**src/rtl/tsctl_pkg.sv**
```systemverilog
package tsctl_pkg;

   localparam int WORD_W = 8;

   // Control word layout; bit positions are decoded by the datapath mux
   typedef struct packed {
      logic txmsg;      // bit 7
      logic invert;     // bit 6
      logic line_loop;  // bit 5: line rx -> line tx
      logic sys_loop;   // bit 4: system tx -> system rx
      logic tx_test;    // bit 3
      logic rx_test;    // bit 2
      logic sig_cpu;    // bit 1
      logic clear_ch;   // bit 0
   } ctl_word_t;

   // Milliwatt byte: entries 0 and 3 of each half use the outer value,
   // entries 1 and 2 the inner one; the second half sets the sign bit.
   function automatic logic [WORD_W-1:0] mw_pattern(input logic e1, input logic [2:0] idx);
      logic       outer;
      logic [6:0] mag;
      outer = (idx[1:0] == 2'd0) || (idx[1:0] == 2'd3);
      if (e1) mag = outer ? 7'h34 : 7'h21;
      else    mag = outer ? 7'h1E : 7'h0B;
      return {idx[2], mag};
   endfunction

endpackage

```
**src/rtl/tsctl_slot_counter.sv**
```systemverilog
module tsctl_slot_counter #(
   parameter int MAX_SLOTS = 32,
   parameter int T1_SLOTS  = 24,
   localparam int SLOT_W   = $clog2(MAX_SLOTS)
) (
   input  logic              clk,
   input  logic              rst_n,
   input  logic              mode_e1,
   input  logic              tick,
   input  logic              sync,
   output logic [SLOT_W-1:0] slot_now,
   output logic              first
);

   logic [SLOT_W-1:0] cnt;
   logic [SLOT_W-1:0] last;

   assign last     = mode_e1 ? SLOT_W'(MAX_SLOTS - 1) : SLOT_W'(T1_SLOTS - 1);
   assign slot_now = (sync || cnt >= last) ? '0 : cnt + SLOT_W'(1);
   assign first    = (slot_now == '0);

   always_ff @(posedge clk) begin
      if (!rst_n)    cnt <= SLOT_W'(MAX_SLOTS - 1);
      else if (tick) cnt <= slot_now;
   end


   sync_zero_chk: assert property (@(posedge clk) disable iff (!rst_n)
      (tick && sync) |=> (cnt == '0));


   idle_hold_chk: assert property (@(posedge clk) disable iff (!rst_n)
      !tick |=> $stable(cnt));

endmodule

```
**src/rtl/tsctl_cfg_ram.sv**
```systemverilog
module tsctl_cfg_ram #(
   parameter int DEPTH  = 32,
   parameter int WORD_W = 8,
   localparam int ADDR_W = $clog2(DEPTH)
) (
   input  logic              clk,
   input  logic              rst_n,
   input  logic              we,
   input  logic [ADDR_W-1:0] waddr,
   input  logic [WORD_W-1:0] wdata,
   input  logic              commit,
   input  logic [ADDR_W-1:0] rd_slot,
   input  logic              rd_first,
   output logic [WORD_W-1:0] rd_word
);

   logic [DEPTH-1:0][WORD_W-1:0] shadow;
   logic [DEPTH-1:0][WORD_W-1:0] active;

   always_ff @(posedge clk) begin
      if (!rst_n) begin
         shadow <= '0;
         active <= '0;
      end else begin
         if (commit) active <= shadow;
         for (int i = 0; i < DEPTH; i++) begin
            if (we && waddr == ADDR_W'(i)) shadow[i] <= wdata;
         end
      end
   end

   // Slot 0 of a new frame reads the bank being committed at this edge
   assign rd_word = rd_first ? shadow[0] : active[rd_slot];


   commit_only_chk: assert property (@(posedge clk) disable iff (!rst_n)
      !commit |=> $stable(active));

endmodule

```
**src/rtl/tsctl_mw_seq.sv**
```systemverilog
module tsctl_mw_seq #(
   parameter int WORD_W = 8
) (
   input  logic              clk,
   input  logic              rst_n,
   input  logic              tick,
   input  logic              first,
   input  logic              mode_e1,
   output logic [WORD_W-1:0] mw_byte
);

   logic [2:0] ph;
   logic [2:0] idx;

   // ph holds the index of the frame in progress; it starts at 7 so frame 0 uses entry 0
   assign idx     = first ? ph + 3'd1 : ph;
   assign mw_byte = WORD_W'(tsctl_pkg::mw_pattern(mode_e1, idx));

   always_ff @(posedge clk) begin
      if (!rst_n)              ph <= 3'd7;
      else if (tick && first)  ph <= idx;
   end


   phase_hold_chk: assert property (@(posedge clk) disable iff (!rst_n)
      !(tick && first) |=> $stable(ph));

endmodule

```
**src/rtl/tsctl_channel_ctl.sv**
```systemverilog
module tsctl_channel_ctl #(
   parameter int MAX_SLOTS = 32,
   parameter int T1_SLOTS  = 24,
   parameter int SIG_W     = 4,
   localparam int SLOT_W   = $clog2(MAX_SLOTS),
   localparam int WORD_W   = tsctl_pkg::WORD_W
) (
   input  logic              clk,
   input  logic              rst_n,
   input  logic              mode_e1,
   input  logic              test_sel,
   input  logic              slot_tick,
   input  logic              frame_sync,
   input  logic              cfg_we,
   input  logic [SLOT_W-1:0] cfg_addr,
   input  logic [WORD_W-1:0] cfg_wdata,
   input  logic [WORD_W-1:0] sys_tx_data,
   input  logic [WORD_W-1:0] line_rx_data,
   input  logic [SIG_W-1:0]  sys_sig_in,
   input  logic [SIG_W-1:0]  cpu_sig_in,
   output logic              out_valid,
   output logic [SLOT_W-1:0] out_slot,
   output logic [WORD_W-1:0] line_tx_data,
   output logic [WORD_W-1:0] sys_rx_data,
   output logic [SIG_W-1:0]  tx_sig,
   output logic              rbs_inhibit,
   output logic              ch_invert,
   output logic              ch_txmsg
);

   import tsctl_pkg::*;

   generate
      if (T1_SLOTS < 1 || T1_SLOTS > MAX_SLOTS) begin : g_bad_t1
         $error("T1_SLOTS must lie in 1..MAX_SLOTS");
      end
      if (MAX_SLOTS < 2) begin : g_bad_max
         $error("MAX_SLOTS must be at least 2");
      end
      if (SIG_W < 1) begin : g_bad_sig
         $error("SIG_W must be positive");
      end
   endgenerate

   logic [SLOT_W-1:0] slot_now;
   logic              first;
   logic [WORD_W-1:0] word_raw;
   logic [WORD_W-1:0] mw_byte;
   ctl_word_t         w;

   tsctl_slot_counter #(.MAX_SLOTS(MAX_SLOTS), .T1_SLOTS(T1_SLOTS)) u_cnt (
      .clk(clk), .rst_n(rst_n), .mode_e1(mode_e1), .tick(slot_tick),
      .sync(frame_sync), .slot_now(slot_now), .first(first)
   );

   tsctl_cfg_ram #(.DEPTH(MAX_SLOTS), .WORD_W(WORD_W)) u_ram (
      .clk(clk), .rst_n(rst_n), .we(cfg_we), .waddr(cfg_addr), .wdata(cfg_wdata),
      .commit(slot_tick && first), .rd_slot(slot_now), .rd_first(first),
      .rd_word(word_raw)
   );

   tsctl_mw_seq #(.WORD_W(WORD_W)) u_mw (
      .clk(clk), .rst_n(rst_n), .tick(slot_tick), .first(first),
      .mode_e1(mode_e1), .mw_byte(mw_byte)
   );

   assign w = ctl_word_t'(word_raw);

   logic [WORD_W-1:0] line_nxt, sys_nxt;

   always_comb begin
      if (test_sel && w.tx_test) line_nxt = mw_byte;
      else if (w.line_loop)      line_nxt = line_rx_data;
      else                       line_nxt = sys_tx_data;

      if (test_sel && w.rx_test) sys_nxt = mw_byte;
      else if (w.sys_loop)       sys_nxt = sys_tx_data;
      else                       sys_nxt = line_rx_data;
   end

   always_ff @(posedge clk) begin
      if (!rst_n) begin
         out_valid    <= 1'b0;
         out_slot     <= '0;
         line_tx_data <= '0;
         sys_rx_data  <= '0;
         tx_sig       <= '0;
         rbs_inhibit  <= 1'b0;
         ch_invert    <= 1'b0;
         ch_txmsg     <= 1'b0;
      end else begin
         out_valid <= slot_tick;
         if (slot_tick) begin
            out_slot     <= slot_now;
            line_tx_data <= line_nxt;
            sys_rx_data  <= sys_nxt;
            tx_sig       <= w.sig_cpu ? cpu_sig_in : sys_sig_in;
            rbs_inhibit  <= w.clear_ch && !mode_e1;
            ch_invert    <= w.invert;
            ch_txmsg     <= w.txmsg && !mode_e1;
         end
      end
   end


   out_hold_chk: assert property (@(posedge clk) disable iff (!rst_n)
      !slot_tick |=> $stable({line_tx_data, sys_rx_data, tx_sig, out_slot}));


   rbs_mode_chk: assert property (@(posedge clk) disable iff (!rst_n)
      $rose(rbs_inhibit) |-> !$past(mode_e1));


   txmsg_mode_chk: assert property (@(posedge clk) disable iff (!rst_n)
      $rose(ch_txmsg) |-> !$past(mode_e1));

endmodule

```
**config.mk**
```make
export PLATFORM = sky130hd
export DESIGN_NAME = tsctl_channel_ctl
export DESIGN_NICKNAME = d
export VERILOG_FILES = /design/src/rtl/tsctl_pkg.sv /design/src/rtl/tsctl_slot_counter.sv /design/src/rtl/tsctl_cfg_ram.sv /design/src/rtl/tsctl_mw_seq.sv /design/src/rtl/tsctl_channel_ctl.sv
export SDC_FILE = /design/constraint.sdc
export NUM_CORES = 1
export LEC_CHECK = 0
export ABC_CLOCK_PERIOD_IN_PS = 4400
export BUFFER_PORTS_ARGS = -buffer_cell sky130_fd_sc_hd__buf_2
export CORE_MARGIN = 1.5
export CORE_UTILIZATION = 32
export DETAILED_ROUTE_END_ITERATION = 10
export HOLD_SLACK_MARGIN = 0.1
export PLACE_DENSITY = 0.56
export SYNTH_ARGS = -nofsm -noshare
export SYNTH_HDL_FRONTEND = slang
export SYNTH_SLANG_ARGS = --single-unit
```
**constraint.sdc**
```tcl
create_clock -name clk -period 4.4 [get_ports clk]
set_input_delay 0.22 -clock clk [delete_from_list [all_inputs] [get_ports clk]]
set_output_delay 0.22 -clock clk [all_outputs]
set_load 0.01 [all_outputs]
```
# == Word-level counts from Yosys, hierarchy flattened ==
# Cells that the tools add are included.
# word_totals
regBits,549
input_bits,44
out_inout_bits,29
wordCells,167
# op_classes
addsub,2
magnitude_cmp,2
eq_ne,32
n_mux,14
n_reduce_logical,43
# op_table
operator,n
5-bit == test (second input constant),16
8-bit two-way mux,6
8-bit binary-select mux with 5-bit select,1
5-bit by 4-bit == test with 1-bit output (second input constant),8
1-bit logical AND,37
5-bit by 3-bit == test with 1-bit output (second input constant),4
5-bit two-way mux,3
5-bit by 2-bit == test with 1-bit output (second input constant),2
5-bit logical NOT,2
4-bit two-way mux,2
7-bit two-way mux,1
5-bit by 6-bit < comparator with 1-bit output (second input constant),1
5-bit by 1-bit adder with 5-bit output (second input constant),1
5-bit by 1-bit == test with 1-bit output (second input constant),1
5-bit greater-or-equal comparator,1
3-bit by 1-bit adder with 3-bit output (second input constant),1
3-bit two-way mux,1
2-bit == test (second input constant),1
2-bit logical NOT,1
1-bit logical OR,2
1-bit logical NOT,1

# == Longest topological paths before layout ==
# logic_depth
word_depth,11
mapped_depth,14
depth_no_buf,10

# == Modules after synthesis ==
# From an unflattened synthesis, not the netlist that was laid out.
# unflattened
cells_unflattened,2328
hier_area_um2,23827.9
# by_module_without_submodules
module,n_inst,cells_each,area_per_inst_um2,seq_area_each_um2
tsctl_cfg_ram,1,2090,21700.8,10249.8
tsctl_channel_ctl,1,161,1508.9,580.6
tsctl_slot_counter,1,51,410.4,100.1
tsctl_mw_seq,1,26,207.7,60.1

# == Worst setup path before layout ==
# No wires, ideal clock.
# synth_path
path_kind,register to register
startpoint,register u_cnt.cnt[1]
endpoint,register tx_sig[0]
setup_ps,136
arrival_ps,2718
t_required_ps,4264
slack_ps,1546
stages_incl_launch_ff,11
path_buffers,1
synth_period_minus_slack_ps,2854
cell_sequence,dfxtp_1 > ha_1 > buf_4 > a21o_2 > a21oi_2 > mux2_2 > a211oi_1 > a31oi_1 > o2111a_1 > a2111oi_0 > a211oi_1
# synth_via
elab_chain_cells,7
elab_cells_between_ends,9
cone_classes,1 x add/sub; 1 x order compare; 5 x mux; 2 x reduce/logical
# synth_rtl
item,line,text
from (decl),tsctl_slot_counter.sv:15,logic [SLOT_W-1:0] cnt;
from (signal assigned),tsctl_slot_counter.sv:23,if (!rst_n) cnt <= SLOT_W'(MAX_SLOTS - 1);
from (signal assigned),tsctl_slot_counter.sv:24,else if (tick) cnt <= slot_now;
5-bit greater-or-equal comparator,tsctl_slot_counter.sv:19,assign slot_now = (sync || cnt >= last) ? '0 : cnt + SLOT_W'(1);
1-bit logical OR,tsctl_slot_counter.sv:19,
5-bit two-way mux (*),tsctl_slot_counter.sv:19,
8-bit binary-select mux with 5-bit select,tsctl_cfg_ram.sv:33,assign rd_word = rd_first ? shadow[0] : active[rd_slot];
8-bit two-way mux (not written as such),tsctl_cfg_ram.sv:33,
8-bit two-way mux (*),tsctl_cfg_ram.sv:33,
4-bit two-way mux (*),tsctl_channel_ctl.sv:97,tx_sig <= w.sig_cpu ? cpu_sig_in : sys_sig_in;
to (signal assigned),tsctl_channel_ctl.sv:97,
to (decl),tsctl_channel_ctl.sv:25,"output logic [SIG_W-1:0] tx_sig,"
# Mark *: on every way between the ends. The rest lies on a longest branch, timed or not. The select of a mux whose other input is x is not followed.
# A chain may end at the register's enable or synchronous reset.

# == Worst setup path after layout ==
# layout_path
startpoint,register u_cnt.cnt[1]
endpoint,register sys_rx_data[6]
# layout_via
elab_chain_cells,8
elab_cells_between_ends,11
cone_classes,1 x add/sub; 1 x order compare; 6 x mux; 3 x reduce/logical
# layout_rtl
item,line,text
5-bit greater-or-equal comparator,tsctl_slot_counter.sv:19,
1-bit logical OR,tsctl_slot_counter.sv:19,
5-bit two-way mux (*),tsctl_slot_counter.sv:19,
8-bit binary-select mux with 5-bit select,tsctl_cfg_ram.sv:33,
8-bit two-way mux (not written as such),tsctl_cfg_ram.sv:33,
8-bit two-way mux (*),tsctl_cfg_ram.sv:33,
8-bit two-way mux or 1-bit logical AND (tied branches),"tsctl_channel_ctl.sv:77, tsctl_channel_ctl.sv:76",
8-bit two-way mux (*),tsctl_channel_ctl.sv:76,if (test_sel && w.rx_test) sys_nxt = mw_byte;
to (signal assigned),tsctl_channel_ctl.sv:96,sys_rx_data <= sys_nxt;
to (decl),tsctl_channel_ctl.sv:24,"output logic [WORD_W-1:0] sys_rx_data,"
# Marks and branches as above.

==> impl_metrics.ini <==
[status]
outcome = completed

[layout]
syn_to_final_growth_pct = 15.3
final_nets = 2699
fraction_of_layout_instances_using_a_drive_strength_above_1_pct = 9.65
diodes = 0

[global_routing]
vias_in_the_first_global_route = 18100
grt_first_pass_wirelength_mm = 115
globalRouteOverflowTotal = 0
global_route.usage.total_pct = 20.1
grt_max_degree = 244
grt_antenna_before_repair = 10

[clock_network]
cts.clk_slew.worst_paths_ns = 0.06
cts.htree.levels = 2
largest_buffer_count_on_any_clock_path = 3
clock_sink_count = 547
worstSkewPairLatency_ns = 0.62
clock_buffer_count_from_cts = 58
cts.repair_timing.setup_buffer_count = 0
tritoncts = built
cts-root-buf = sky130_fd_sc_hd__clkbuf_16

[sta]
finalCritPeriodShare_pct = 96.5
slew-limit-headroom_pct = 16.1
unrepaired_setup_endpoints_after_global_routing = true
worst_pin_slew_ns = 1.25
max_clock_freq_ghz = 0.235
min_period_ns = 4.25
timing.final.ws_setup_ns = 0.154
finalMaxSlewViolations = 0
fin_skew_ns = 0.0159
timing.hold.ws_ns = 0.0982
setup_violations = 0
hold_viol_final = 0

[worst_setup_path]
arrival_ns = 4.75
cp_top_family = compound AO/OA/AOI/OAI gates
cp_num_buf_inv = 1
critical_path.startpoint_type = register
worst_ep_required_time_ns = 4.91
critical-path-slowest-cell = sky130_fd_sc_hd__o2111a_1
timing_worst_setup_path_type = register to register
crit_fanout = 9
cell_by_cell_trace_of_the_critical_path = ha_1 -> a21oi_2 -> o21ai_1 -> o22ai_1 -> or4_1 -> o211ai_1 -> o2111a_1 -> mux2i_1 -> dlygate4sd3_1 -> o21ai_1
critPathMostFrequentCell = sky130_fd_sc_hd__o21ai_1
cp-end-kind = register
critPathMaxStageDelay_ns = 0.65

[synth]
synthesis.area_per_instance_um2 = 8.85
synth_nets = 2686
ys_dominant_reg_cell = sky130_fd_sc_hd__dfxtp_1
number_of_register_bits_inferred_by_synthesis = 547
cell_area_after_synthesis_mm2 = 0.0234
netlist_instances = 2639
synth-edff-count = 0
synthDistinctLibCells = 78
postSynth.asyncResetShare_pct = 0
number_of_warnings_printed_during_yosys_synthesis = 0
synth.yosys.seq_area_share_pct = 46.9

[drt]
drt_pass1_iterations = 5
initialDrtViolationCount = 1643
route.detailed.drc = 0
drtAntennaViolNets = 0
route.detailed.vias_per_inst = 5.23
wl_mm = 76.6
routed-via-count = 19100
detail_route.wl_per_cell_um = 21.0

[place]
io_buffers = 72
globalplace.congestion = 0.989
detailedPlacementHpwl_mm = 49.0
placement.setup.worst_slack_ns = 0.666

[die]
die_h_um = 273
fp.coreArea_mm2 = 0.0719
die_area_mm2 = 0.0746
row_count = 98
initial_core_util_pct = 32.5
ios = 73
die-width_um = 273

[pwr]
cellPowerDensity_mw_per_mm2 = 425
cellLeakagePower_nw = 9.12
vdd_ir_drop_max_uv = 273

[run]
max_cap_viol_count = 0

[worst_hold_path]
hp-class = input pin to register
layout by cell type, fill, tap and decap left out, types with 6 or more instances in the layout:
cell type                       netlist  routed
sky130_fd_sc_hd__a211oi_1            15      15
sky130_fd_sc_hd__a21boi_0           283     283
sky130_fd_sc_hd__a21boi_1            43      43
sky130_fd_sc_hd__a21oi_1             23      22
sky130_fd_sc_hd__a221oi_1            32      32
sky130_fd_sc_hd__a31oi_1              7       7
sky130_fd_sc_hd__and3_1               8       8
sky130_fd_sc_hd__buf_12               0       7
sky130_fd_sc_hd__buf_2               43      71
sky130_fd_sc_hd__buf_4                6      45
sky130_fd_sc_hd__bufinv_16            0       6
sky130_fd_sc_hd__clkbuf_1           150      13
sky130_fd_sc_hd__clkbuf_16            0      61
sky130_fd_sc_hd__clkbuf_8             0      14
sky130_fd_sc_hd__clkinv_2             0       6
sky130_fd_sc_hd__dfxtp_1            547     546
sky130_fd_sc_hd__dlygate4sd3_1        0      35
sky130_fd_sc_hd__inv_1                7       6
sky130_fd_sc_hd__mux2_2              10      10
sky130_fd_sc_hd__mux2i_1            225     225
sky130_fd_sc_hd__nand2_1            702     700
sky130_fd_sc_hd__nand2b_1             6       6
sky130_fd_sc_hd__nand3_1             95      95
sky130_fd_sc_hd__nor2_1              43      41
sky130_fd_sc_hd__nor2b_1            188     187
sky130_fd_sc_hd__nor3_1              20      14
sky130_fd_sc_hd__nor3_2               0       6
sky130_fd_sc_hd__o211ai_1            17      17
sky130_fd_sc_hd__o21ai_0             27      27
sky130_fd_sc_hd__o21ai_1              8       8
sky130_fd_sc_hd__o221ai_1             7       7
sky130_fd_sc_hd__o22ai_1              7       7
sky130_fd_sc_hd__or3_1                9       9
path summary, 6_finish.rpt:
check	start	to	slack [ns]	cells after the start
worst max-delay path	u_cnt.cnt[1]	sys_rx_data[6]	0.15	10
worst min register to register	u_ram.active[245]	u_ram.active[245]	0.45	2
worst max register to register	u_cnt.cnt[1]	sys_rx_data[6]	0.15	10
worst min-delay path	rst_n	u_ram.active[204]	0.1	2
state kept, by name (all words and copies together) (netlist names):
signal,count
tx_sig,4
sys_rx_data,8
u_mw.ph,3
rbs_inhibit,1
ch_invert,1
line_tx_data,8
u_ram.active,254
u_ram.shadow,256
out_valid,1
ch_txmsg,1
u_cnt.cnt,5
out_slot,5
layout make-up:
| class | instances | area, µm² |
|---|---|---|
| Fill cell | 7309 | 44900 |
| Multi-Input combinational cell | 1879 | 11600 |
| Sequential cell | 547 | 11000 |
| Clock buffer | 88 | 1770 |
| Timing Repair Buffer | 159 | 1200 |
| Tap cell | 950 | 1190 |
| Clock inverter | 13 | 219 |
| Inverter | 7 | 26.3 |
repair_timing:
| item | 4_1_cts | 5_1_grt |
|---|---|---|
| setup endpoints to repair | 0 | 10 |
| resized for setup | 0 | 4 |
| hold endpoints to repair | 23 | 0 |
| hold buffers | 35 | 0 |
logic make-up (layout without fill, tap and decap cells):
group	after synthesis	in the layout	share of synthesized area (%)
and+or+nand+nor	1095	1095	20.9
buffers and inverters	213	267	3.88
DFF	547	547	46.9
muxes	238	238	10.4
AOI/OAI and AO/OA	534	534	17.4
adders and majority gates	3	3	0.161
xor gates and xnor gates	9	9	0.450
worst register-to-register path: stages, from the launching register on:
cell	delay [ns]
sky130_fd_sc_hd__dfxtp_1	0.46
sky130_fd_sc_hd__ha_1	0.54
sky130_fd_sc_hd__a21oi_2	0.14
sky130_fd_sc_hd__o21ai_1	0.55
sky130_fd_sc_hd__o22ai_1	0.17
sky130_fd_sc_hd__or4_1	0.52
sky130_fd_sc_hd__o211ai_1	0.16
sky130_fd_sc_hd__o2111a_1	0.65
sky130_fd_sc_hd__mux2i_1	0.30
sky130_fd_sc_hd__dlygate4sd3_1	0.59
sky130_fd_sc_hd__o21ai_1	0.06
power breakdown:
part	switching (mW)	internal, mW	total [mW]
Sequential	0.0461	5.01	5.06
Combinational	0.884	0.412	1.30
Clock	2.01	3.09	5.11
metrics by stage:
step                      TNS (ns)  instance area (µm²)  cells  total power, mW  utilization, %
after global placement           0                24600   3507             6.38            34.2
after floorplan                  0                23400   2639             5.94               -
after global routing       -0.0548                26900   3643             11.8            37.5
after CTS                        0                26900   3643             11.5            37.5
after detailed placement         0                24600   3507             6.40            34.2
final                            0                26900   3643             11.5            37.5
per-layer routing:
| metal | GRT usage (%) | routed length, µm | share of wire (%) | up-vias |
|---|---|---|---|---|
| li1 | - | - | - | 9006 |
| met1 | 28.9 | 36200 | 47 | 9310 |
| met4 | 5.31 | 1790 | 2.3 | 14 |
| met2 | 30.0 | 32500 | 42 | 621 |
| met3 | 4.61 | 6050 | 7.9 | 116 |
| met5 | 0 | 70 | 0.091 | - |
synthesized netlist by cell type (8+ instances only):
| master | instances | share of area (%) |
|---|---|---|
| sky130_fd_sc_hd__or3_1 | 9 | 0.24 |
| sky130_fd_sc_hd__a21oi_1 | 23 | 0.49 |
| sky130_fd_sc_hd__nand3_1 | 95 | 2.0 |
| sky130_fd_sc_hd__and3_1 | 8 | 0.21 |
| sky130_fd_sc_hd__clkbuf_1 | 150 | 2.4 |
| sky130_fd_sc_hd__dfxtp_1 | 547 | 47 |
| sky130_fd_sc_hd__nand2_1 | 702 | 11 |
| sky130_fd_sc_hd__o21ai_0 | 27 | 0.58 |
| sky130_fd_sc_hd__mux2i_1 | 225 | 9.6 |
| sky130_fd_sc_hd__a221oi_1 | 32 | 1.2 |
| sky130_fd_sc_hd__o211ai_1 | 17 | 0.55 |
| sky130_fd_sc_hd__a21boi_1 | 43 | 1.4 |
| sky130_fd_sc_hd__buf_2 | 43 | 0.92 |
| sky130_fd_sc_hd__nor2_1 | 43 | 0.69 |
| sky130_fd_sc_hd__a211oi_1 | 15 | 0.48 |
| sky130_fd_sc_hd__nor3_1 | 20 | 0.43 |
| sky130_fd_sc_hd__a21boi_0 | 283 | 9.1 |
| sky130_fd_sc_hd__mux2_2 | 10 | 0.48 |
| sky130_fd_sc_hd__o21ai_1 | 8 | 0.17 |
| sky130_fd_sc_hd__nor2b_1 | 188 | 5.0 |
Note: power is estimated with default switching activity, not from simulation.
